File: config.mk
export PLATFORM = sky130hd
export DESIGN_NAME = sad4x4_pu
export DESIGN_NICKNAME = d
export VERILOG_FILES = /design/src/rtl/sad4x4_pkg.sv /design/src/rtl/sad4x4_absdiff.sv /design/src/rtl/sad4x4_ctrl.sv /design/src/rtl/sad4x4_dp.sv /design/src/rtl/sad4x4_pu.sv
export SDC_FILE = /design/constraint.sdc
export NUM_CORES = 1
export LEC_CHECK = 0
export ABC_AREA = 1
export BUFFER_PORTS_ARGS = -buffer_cell sky130_fd_sc_hd__buf_2
export CAP_MARGIN = 25
export CORE_ASPECT_RATIO = 1.25
export CORE_MARGIN = 3
export CORE_UTILIZATION = 49
export CTS_BUF_LIST = sky130_fd_sc_hd__clkbuf_8 sky130_fd_sc_hd__clkbuf_16
export DETAILED_ROUTE_END_ITERATION = 10
export PLACE_DENSITY = 0.77
export SLEW_MARGIN = 20
export SYNTH_ARGS = -nofsm -noshare
export SYNTH_HDL_FRONTEND = slang
export SYNTH_SLANG_ARGS = --single-unit
File: constraint.sdc
create_clock -name clk -period 2.37 [get_ports clk]
set_input_delay 0 -clock clk [delete_from_list [all_inputs] [get_ports clk]]
set_output_delay 0 -clock clk [all_outputs]
set_load 0.01 [all_outputs]
File: src/rtl/sad4x4_pkg.sv
package sad4x4_pkg;
  localparam int PIX_W     = 8;
  localparam int LANES     = 16;
  localparam int GRP_LANES = 4;
  localparam int NUM_GRP   = LANES / GRP_LANES;
  localparam int ROWS      = 16;
  localparam int BAND_ROWS = 4;
  localparam int NUM_BAND  = ROWS / BAND_ROWS;
  localparam int NUM_SAD   = NUM_GRP * NUM_BAND;
  localparam int SAD_W     = PIX_W + $clog2(GRP_LANES * BAND_ROWS);
  localparam int GSUM_W    = PIX_W + $clog2(GRP_LANES);
  localparam int ROW_W     = $clog2(ROWS);
  localparam int PHASE_W   = $clog2(BAND_ROWS);
  localparam int BAND_W    = $clog2(NUM_BAND);
  localparam int SAD_MAX   = ((1 << PIX_W) - 1) * GRP_LANES * BAND_ROWS;

  typedef struct packed {
    logic              accEn;
    logic              bandEnd;
    logic [BAND_W-1:0] bandSel;
  } ctrlStrobe_t;
endpackage

File: src/rtl/sad4x4_absdiff.sv
module sad4x4_absdiff
  import sad4x4_pkg::*;
(
  input  logic [PIX_W-1:0] pixA,
  input  logic [PIX_W-1:0] pixB,
  output logic [PIX_W-1:0] diff
);
  always_comb begin
    if (pixA > pixB) diff = pixA - pixB;
    else             diff = pixB - pixA;
  end
endmodule

File: src/rtl/sad4x4_ctrl.sv
module sad4x4_ctrl
  import sad4x4_pkg::*;
(
  input  logic        clk,
  input  logic        rstN,
  input  logic        inValid,
  output ctrlStrobe_t strobe,
  output logic        sadValid
);
  localparam logic [ROW_W-1:0]   LAST_ROW   = ROW_W'(ROWS - 1);
  localparam logic [PHASE_W-1:0] LAST_PHASE = PHASE_W'(BAND_ROWS - 1);

  logic [ROW_W-1:0] rowCnt;

  always_ff @(posedge clk or negedge rstN) begin
    if (!rstN) begin
      rowCnt <= '0;
    end else if (inValid) begin
      if (rowCnt == LAST_ROW) rowCnt <= '0;
      else                    rowCnt <= rowCnt + ROW_W'(1);
    end
  end

  always_comb begin
    strobe.accEn   = inValid;
    strobe.bandEnd = inValid && (rowCnt[PHASE_W-1:0] == LAST_PHASE);
    strobe.bandSel = rowCnt[ROW_W-1:PHASE_W];
  end

  always_ff @(posedge clk or negedge rstN) begin
    if (!rstN) sadValid <= 1'b0;
    else       sadValid <= inValid && (rowCnt == LAST_ROW);
  end
endmodule

File: src/rtl/sad4x4_dp.sv
module sad4x4_dp
  import sad4x4_pkg::*;
(
  input  logic                     clk,
  input  logic                     rstN,
  input  ctrlStrobe_t              strobe,
  input  logic [LANES*PIX_W-1:0]   candRow,
  input  logic [LANES*PIX_W-1:0]   curRow,
  output logic [NUM_SAD*SAD_W-1:0] sadFlat
);
  logic [PIX_W-1:0] laneDiff [LANES];

  for (genvar i = 0; i < LANES; i++) begin : g_pe
    sad4x4_absdiff u_pe (
      .pixA (candRow[i*PIX_W +: PIX_W]),
      .pixB (curRow[i*PIX_W +: PIX_W]),
      .diff (laneDiff[i])
    );
  end

  for (genvar g = 0; g < NUM_GRP; g++) begin : g_grp
    logic [GSUM_W-1:0] grpSum;
    logic [SAD_W-1:0]  acc;
    logic [SAD_W-1:0]  bandTotal;

    always_comb begin
      grpSum = '0;
      for (int j = 0; j < GRP_LANES; j++) begin
        grpSum = grpSum + GSUM_W'(laneDiff[g*GRP_LANES + j]);
      end
    end

    assign bandTotal = acc + SAD_W'(grpSum);

    always_ff @(posedge clk or negedge rstN) begin
      if (!rstN) begin
        acc <= '0;
      end else if (strobe.accEn) begin
        if (strobe.bandEnd) acc <= '0;
        else                acc <= bandTotal;
      end
    end

    for (genvar b = 0; b < NUM_BAND; b++) begin : g_band
      logic [SAD_W-1:0] hold;

      always_ff @(posedge clk or negedge rstN) begin
        if (!rstN) begin
          hold <= '0;
        end else if (strobe.bandEnd && (strobe.bandSel == BAND_W'(b))) begin
          hold <= bandTotal;
        end
      end

      assign sadFlat[(b*NUM_GRP + g)*SAD_W +: SAD_W] = hold;
    end
  end
endmodule

File: src/rtl/sad4x4_pu.sv
module sad4x4_pu
  import sad4x4_pkg::*;
(
  input  logic                     clk,
  input  logic                     rstN,
  input  logic                     inValid,
  input  logic [LANES*PIX_W-1:0]   candRow,
  input  logic [LANES*PIX_W-1:0]   curRow,
  output logic                     sadValid,
  output logic [NUM_SAD*SAD_W-1:0] sadFlat
);
  ctrlStrobe_t strobe;

  sad4x4_ctrl u_ctrl (
    .clk      (clk),
    .rstN     (rstN),
    .inValid  (inValid),
    .strobe   (strobe),
    .sadValid (sadValid)
  );

  sad4x4_dp u_dp (
    .clk     (clk),
    .rstN    (rstN),
    .strobe  (strobe),
    .candRow (candRow),
    .curRow  (curRow),
    .sadFlat (sadFlat)
  );
endmodule

==> key figures <==
Die
  • Starting Density: 49.9%
  • Die height: 274 um
  • Core ar.: 56600 um2
  • Die X: 221 um
  • # rows: 97
  • I/O pins: 452
  • Area of the die: 60500 um2

CTS
  • Max Buffers Root-to-Sink: 3
  • Clock-pin slew on the worst setup and hold paths: 70 ps
  • CTS tree: yes
  • Root Buffer: clkbuf_16
  • Clk Latency, worst-skew pair: 540 ps
  • Clk sinks: 245
  • CTS Buf Count: 25
  • CTS H-Tree Depth: 1

Timing
  • Final hold vios: 0
  • Final period util: 193%
  • RSZ-0062 raised after global routing: yes
  • Final Skew: 10.6 ps
  • Setup Viol. Count Final: 220
  • Max-Slew Margin vs Limit: 45.9%
  • PnR worst setup slack: -2200 ps
  • Max Transition Viols Final: 0
  • Period minus WS final: 4570 ps
  • Hold Slack: 3.54 ps
  • Fmax: 219 MHz
  • Worst-Margin Slew: 810 ps

Synth
  • Avg Inst Size Synth: 6.47 um2
  • Fraction of registers with async set/reset: 100%
  • #FFs+latches synth: 245
  • Synth top area cells: dfrtp_1 22%, nand2_1 20%, ha_1 15%
  • Synth cell types: 31
  • Post-synth top area share: 21.7%
  • Register area share after synthesis: 21.7%
  • Ys flop type: dfrtp_1
  • Mapped Nets: 5042
  • Synth area leader: dfrtp_1
  • Synth Cell Area: 28200 um2
  • EDFF count, synth: 0
  • Yosys Warn Count: 0
  • Cells after synthesis: 4358

Setup path
  • Critical Path Most Common Cell: nand2_1
  • CP peak stage delay: 470 ps
  • Worst path required time: 2790 ps
  • Setup CP Type: input port to register
  • Worst-path fanout max: 7
  • Worst Path Arrival: 4990 ps
  • Setup crit start kind: input port
  • Reg2reg path depth: 9
  • CP max stage cell: fa_1
  • CP endpoint kind: register

Global route
  • First-pass GRT wire length: 157000 um
  • Initial antenna violation count: 1
  • Gr usage total: 32.0%
  • GRT overflow: 0
  • Largest net degree at the start of global routing: 68
  • Vias in the first global route: 32200

Worst hold path
  • Worst min-delay path class: input port to asynchronous set/reset pin

Cells and area
  • Area of the multi-input gates: 23300 um2
  • Non-Filler Instances: 6284
  • Area Overhead vs Synth: 53.1%
  • Nets: 6207
  • Share of layout cells above drive strength 1: 39.5%
  • Filler instances: 3946
  • Sequential cell area: 6130 um2

Outcome
  • Status: finished, violations left
  • Failing checks: setup timing

Place
  • Placed Cells: 6132
  • # port buffers: 451
  • Placer Congestion: 0.938
  • Dpl hpwl: 76500 um

Route
  • DR WL/cell: 16.9 um
  • Number of DRC markers in iteration 0: 1776
  • DRC: 0
  • Vias per cell: 5.24
  • ANT nets after route: 0
  • Vias: 32900
  • First-pass detailed-route iteration total: 5
  • Post-Route WL: 106000 um

Flow run
  • Max cap viols: 0
registers in the layout (all words and copies together) (netlist names):
signal	flops
u_ctrl.rowCnt	4
u_ctrl.sadValid	1
u_dp.g_grp.acc	48
u_dp.g_grp.g_band.hold	192
worst max-delay path: cells and delay by family:
family / cells / cell delay (ps)
AO/OA/AOI/OAI: 5 / 720
XOR/XNOR: 2 / 470
adder cells (fa/ha/maj): 6 / 1660
buffers and inverters: 10 / 790
AND/OR/NAND/NOR: 13 / 1330
per-layer routing:
metal	global-route usage (%)	share of wire, %	wire (um)
met3	5.09	5.6	5900
met4	18.0	7.1	7530
met5	0	0	0
met2	59.1	51	54200
met1	34.4	36	38600
cells in the mapped netlist (8+ instances only):
library cell	count
o211ai_1	13
fa_1	76
dfrtp_1	245
a31oi_1	8
nor2_1	179
nand2_1	1540
xnor2_1	50
nand3_1	289
inv_2	8
or2_2	16
buf_4	8
a21oi_1	157
xor2_1	98
o21ai_0	133
o21ai_1	102
o21bai_1	10
inv_1	836
clkbuf_1	25
nand3b_1	11
o21a_1	18
nand4_1	108
a21o_1	20
buf_2	42
ha_1	349
stage by stage:
step | util (%) | setup slack, ps | TNS (ps) | cell area, um2
2_1_floorplan | - | -1880 | -342340 | 29900
3_3_place_gp | 66.9 | -2480 | -469290 | 37800
3_5_place_dp | 66.9 | -2590 | -486350 | 37800
4_1_cts | 73.1 | -1760 | -316960 | 41300
5_1_grt | 76.3 | -2390 | -394370 | 43200
6_report | 76.3 | -2200 | -354110 | 43200
cell type report:
class,count,area share (%)
multi-input combinational,3189,53.9
inverter,844,7.65
timing repair buffer,1218,20.1
clock inverter,20,0.519
clock buffer,25,1.45
tap,742,2.15
sequential,245,14.2
antenna,1,0.00580
cells in the final DEF, fill, tap and decap left out, types with 11 or more instances in the layout:
cell	instances
a21oi_1	103
o211ai_1	13
inv_2	144
nand2_2	158
clkbuf_16	25
nand3b_1	11
nand3_4	19
nand2_4	74
o21ai_2	106
a21o_1	20
nor2_1	134
nor2_4	20
o21a_1	18
nand3_2	74
or2_2	12
ha_1	229
fa_2	24
buf_6	84
inv_4	27
inv_1	672
nand3_1	196
dfrtp_1	245
a21oi_2	42
o21ai_4	11
a21oi_4	12
o21ai_0	70
buf_4	671
buf_12	21
nand4_1	108
xor2_1	80
nand2_1	1308
o21ai_1	48
ha_4	120
fa_1	52
xnor2_4	12
xnor2_1	29
buf_2	435
nor2_2	28
what timing repair did:
item	CTS	global route
gates resized for setup	531	351
pin swaps	289	290
cloned	1	0
setup endpoints to repair	220	220
buffers inserted	63	53
hold buffers	2	0
hold endpoints to repair	249	0
kinds of logic (layout without fill, tap and decap cells):
family          Yosys count  in the layout  share of synthesized area (%)
simple gates           2150           2151                           31.2
buf+inv                 925           2107                           12.7
compound gates          465            465                           8.86
fa+ha+maj               425            425                           20.9
flops                   245            245                           21.7
xor+xnor                148            148                           4.60
other cells               0              1                              0
worst paths after layout:
kind                                                  startpoint                          endpoint  slack (ps)
worst max-delay path                                 candRow[72]  u_dp.g_grp[2].g_band[2].hold[11]       -2200
worst min-delay path                                        rstN   u_dp.g_grp[0].g_band[2].hold[0]           4
worst max register to register              u_dp.g_grp[2].acc[0]   u_dp.g_grp[2].g_band[1].hold[6]         310
worst min register to register  u_dp.g_grp[1].g_band[2].hold[11]  u_dp.g_grp[1].g_band[2].hold[11]         480
max in group asynchronous                                   rstN   u_dp.g_grp[0].g_band[1].hold[6]        1590
min in group clk                                         inValid                  u_ctrl.rowCnt[1]         430
Power is left out: the tool's default activity adds up to more than one toggle a clock period on the data nets, which glitch-free logic cannot reach.
